==> src/rtl/vend_pkg.sv <==
package vend_pkg;

    typedef enum logic [2:0] {
        S_CREDIT0     = 3'd0,
        S_CREDIT1     = 3'd1,
        S_CREDIT2     = 3'd2,
        S_CREDIT3     = 3'd3,
        S_VEND        = 3'd4,
        S_VEND_CHANGE = 3'd5
    } vend_state_e;

    typedef enum logic [1:0] {
        COIN_NONE = 2'd0,
        COIN_ONE  = 2'd1,
        COIN_TWO  = 2'd2
    } coin_evt_e;

endpackage

==> src/rtl/vend_coin_decode.sv <==
module vend_coin_decode
    import vend_pkg::*;
(
    input  logic      coin_one,
    input  logic      coin_two,
    output coin_evt_e evt
);

    // Both detectors firing together is treated as no coin.
    always_comb begin
        unique case ({coin_two, coin_one})
            2'b01:   evt = COIN_ONE;
            2'b10:   evt = COIN_TWO;
            default: evt = COIN_NONE;
        endcase
    end

endmodule

==> src/rtl/vend_fsm.sv <==
module vend_fsm
    import vend_pkg::*;
(
    input  logic clk,
    input  logic rst,
    input  logic coin_one,
    input  logic coin_two,
    output logic dispense,
    output logic change
);

    vend_state_e state_q;
    vend_state_e state_d;
    coin_evt_e   evt;

    vend_coin_decode u_decode (
        .coin_one (coin_one),
        .coin_two (coin_two),
        .evt      (evt)
    );

    // Next-state logic.
    always_comb begin
        state_d = state_q;
        unique case (state_q)
            S_CREDIT0: begin
                if (evt == COIN_ONE)      state_d = S_CREDIT1;
                else if (evt == COIN_TWO) state_d = S_CREDIT2;
            end
            S_CREDIT1: begin
                if (evt == COIN_ONE)      state_d = S_CREDIT2;
                else if (evt == COIN_TWO) state_d = S_CREDIT3;
            end
            S_CREDIT2: begin
                if (evt == COIN_ONE)      state_d = S_CREDIT3;
                else if (evt == COIN_TWO) state_d = S_VEND;
            end
            S_CREDIT3: begin
                if (evt == COIN_ONE)      state_d = S_VEND;
                else if (evt == COIN_TWO) state_d = S_VEND_CHANGE;
            end
            S_VEND, S_VEND_CHANGE: state_d = S_CREDIT0;
            default:               state_d = S_CREDIT0;
        endcase
    end

    // State register.
    always_ff @(posedge clk) begin
        if (rst) state_q <= S_CREDIT0;
        else     state_q <= state_d;
    end

    // Moore output decode.
    always_comb begin
        dispense = 1'b0;
        change   = 1'b0;
        unique case (state_q)
            S_VEND:        dispense = 1'b1;
            S_VEND_CHANGE: begin
                dispense = 1'b1;
                change   = 1'b1;
            end
            default: ;
        endcase
    end

    // Assertions
    p_change_needs_dispense_r5: assert property (@(posedge clk) disable iff (rst)
        change |-> dispense);

    p_two_at_three_gives_change_r5: assert property (@(posedge clk) disable iff (rst)
        (state_q == S_CREDIT3 && coin_two && !coin_one) |=> (dispense && change));

    p_dispense_single_cycle_r6: assert property (@(posedge clk) disable iff (rst)
        dispense |=> (!dispense && state_q == S_CREDIT0));

    p_both_coins_ignored_r7: assert property (@(posedge clk) disable iff (rst)
        (coin_one && coin_two && !dispense) |=> (state_q == $past(state_q)));

    p_idle_holds_r9: assert property (@(posedge clk) disable iff (rst)
        (!coin_one && !coin_two && !dispense) |=> (state_q == $past(state_q)));

    p_reset_clears_r1: assert property (@(posedge clk)
        rst |=> (!dispense && !change));

endmodule

==> config.mk <==
export PLATFORM = sky130hd
export DESIGN_NAME = vend_fsm
export DESIGN_NICKNAME = d
export VERILOG_FILES = /design/src/rtl/vend_pkg.sv /design/src/rtl/vend_coin_decode.sv /design/src/rtl/vend_fsm.sv
export SDC_FILE = /design/constraint.sdc
export NUM_CORES = 1
export LEC_CHECK = 0
export CAP_MARGIN = 40
export CORE_AREA = 8 8 45 47
export DETAILED_ROUTE_END_ITERATION = 7
export DIE_AREA = 0 0 53 55
export DONT_BUFFER_PORTS = 1
export GPL_TIMING_DRIVEN = 1
export HOLD_SLACK_MARGIN = 0.08
export PLACE_DENSITY_LB_ADDON = 0.08
export SYNTH_ARGS = -nofsm -noshare
export SYNTH_HDL_FRONTEND = slang
export SYNTH_SLANG_ARGS = --single-unit
==> constraint.sdc <==
create_clock -name clk -period 0.9 [get_ports clk]
set_input_delay 0.18 -clock clk [delete_from_list [all_inputs] [get_ports clk]]
set_output_delay 0.18 -clock clk [all_outputs]
set_load 0.02 [all_outputs]
==> reports/metrics.cfg <==
[layout]
drive_above_1_share_pct = 46.2
final-instance-count-excl-fill = 42
regMostFlops = state_q
num-nets-final = 32
final_cell_area_um2 = 254
largest_registers = state_q: 3 flops
antenna_cells = 0
nFillCells = 157
largest_reg_flops = 3
final_util_pct = 18.4
area_delta_synth_final_pct = 72.0

[clocking]
clk_pin_slew_worst_paths_ns = 0.04
cts.path.max_buffers = 2
insertion_delay_ns = 0.23
cts_tree = built
root_buffer = clkbuf_4
clock_sinks = 3
numCtsBuffers = 3
h-tree-depth = 1

[drt]
routed_wl_um = 356
via_count = 142
wl_per_cell_um = 8.48
drc_errors = 0
drt-met1-wl_um = 125
wl_met2_um = 180
drt-pass1-iter-count = 2
viasPerCell = 3.38
drt_iter0_drc = 3
antenna_left = 0
dr.max_layer_used = met3
wl_met3_um = 50

[timing]
fin_crit_sh_pct = 115
slew-limit-headroom_pct = 84.2
hold_viol = 0
rsz0062_at_grt = true
timing.fmax_ghz = 0.966
tightest_slew_ns = 0.237
drv_slew = 0
fin_ws_ns = -0.135
final-setup-viol-count = 3
skew_ns = 0.00619
layout_min_cycle_time_ns = 1.04

[place]
dp_hpwl_um = 280
numPortBuffers = 0
gp_routability_congestion = 0.566
place_inst = 36
placed_area_um2 = 201
dp_slack_ns = -0.0898

[min_path]
hold_class = in -> reg

[worst_setup_path]
critical_path_peak_fanout = 2
cp-start-kind = flop
cpLargestDelayFamily = flip-flops
cp_slowest_stage_delay_ns = 0.31
cp.required_ns = 0.72
slowest_stage = dfxtp_2
critPathKind = reg -> out
worstPathCellList = nor2b_4 -> and2_4
worst_setup_path_end_kind = output pin
cp.arrival_ns = 0.86
cp_num_buf_inv = 0

[grt]
grt_usage_pct = 3.60
gr-total-overflow = 0
grt_pass1_wl_um = 655
grt_max_degree = 5
antenna_found_initial = 0
first_global_vias = 157

[synthesis]
synth_cell_types = 13
syn_nets = 22
yosysSeqAreaShare_pct = 40.7
yosysWarnings = 0
syn_area_per_cell_um2 = 8.68
syn_inst = 17
ys_seq_elements = 3
syn_area_um2 = 148

[power_and_ir_drop]
powerDensity_nw_per_um2 = 1810
power.leakage_nw = 0.113
total_power_mw = 0.460
peakVddDrop_mv = 0.312

[floorplan]
core_area_um2 = 1380
die_width_um = 53
dieArea_um2 = 2920
io_pins = 6
row_count = 14
die_h_um = 55
start_util_pct = 10.7

[run]
maxCapViolCount = 0

[outcome]
violations = negative setup slack
outcome = complete, but fails checks

final cells by class:
| class | count | area (um^2) | area share (%) |
|---|---|---|---|
| Multi-Input combinational cell | 12 | 97.6 | 38.4 |
| Timing Repair Buffer | 5 | 40.0 | 15.8 |
| Clock buffer | 4 | 26.3 | 10.3 |
| Sequential cell | 3 | 62.6 | 24.6 |
| Inverter | 2 | 7.51 | 2.96 |
| Tap cell | 16 | 20.0 | 7.88 |
logic make-up (layout without fill, tap and decap cells):
group,after synthesis,in the layout,synth area share [%]
compound gates,1,1,3.39
mux,1,1,6.78
xor+xnor,1,1,5.93
flops,3,3,40.7
buf+inv,2,11,5.09
fa+ha+maj,1,1,8.47
simple gates,8,8,29.7
layer usage:
metal	GRT usage, %	vias to the layer above
met5	0	-
met4	2.59	0
met3	5.08	0
met2	4.30	5
met1	2.87	65
li1	-	72
final timing paths:
| path | startpoint | to | slack [ns] | cells after the start |
|---|---|---|---|---|
| max | state_q[2] | change | -0.14 | 2 |
| min | rst | state_q[1] | 0.11 | 3 |
| min reg2reg | state_q[1] | state_q[1] | 0.48 | 2 |
| max reg2reg | state_q[2] | state_q[1] | -0.04 | 3 |
worst min-delay path, cell delays in order:
cell and delay (ns):
nor2_4 0.02, nand2_1 0.04, mux2i_1 0.05
Yosys cell counts:
library cell | count | area [um^2]
nor3_1 | 1 | 5.00
nor2b_1 | 2 | 12.5
and2_1 | 1 | 6.26
a21oi_1 | 1 | 5.00
mux2i_1 | 1 | 10.0
dfxtp_1 | 3 | 60.1
ha_1 | 1 | 12.5
and3_1 | 1 | 6.26
inv_1 | 2 | 7.51
xnor2_1 | 1 | 8.76
nor2_1 | 1 | 3.75
nand2_1 | 1 | 3.75
or3_1 | 1 | 6.26
repair_timing:
action	CTS	global route
hold buffers	1	0
buffers inserted	1	0
gates resized for setup	1	2
hold endpoints to repair	1	0
setup endpoints to repair	2	4
pin swaps	2	2
metrics by stage:
stage	setup TNS, ns	hold WS (ns)
final	-0.279	0.112
after global routing	-0.454	0.107
after floorplan	-0.00283	0.257
after CTS	-0.316	0.126
after global placement	-0.162	0.263
after detailed placement	-0.189	0.264
where the power goes:
part	total [mW]	switching (mW)	internal, mW
sequential	0.159	0.0110	0.148
combinational	0.0649	0.0270	0.0378
clock	0.237	0.0704	0.166
total	0.460	0.108	0.352
layout by cell type (no fill, tap or decap), drive strengths merged:
cell type    count
nor2             1
buf              4
inv              2
or3              1
clkbuf           4
mux2i            1
nor3             1
dfxtp            3
a21oi            1
nor2b            2
and2             1
nand2            1
ha               1
dlygate4sd3      1
and3             1
xnor2            1
No activity file was read; power rests on OpenSTA's default activity.
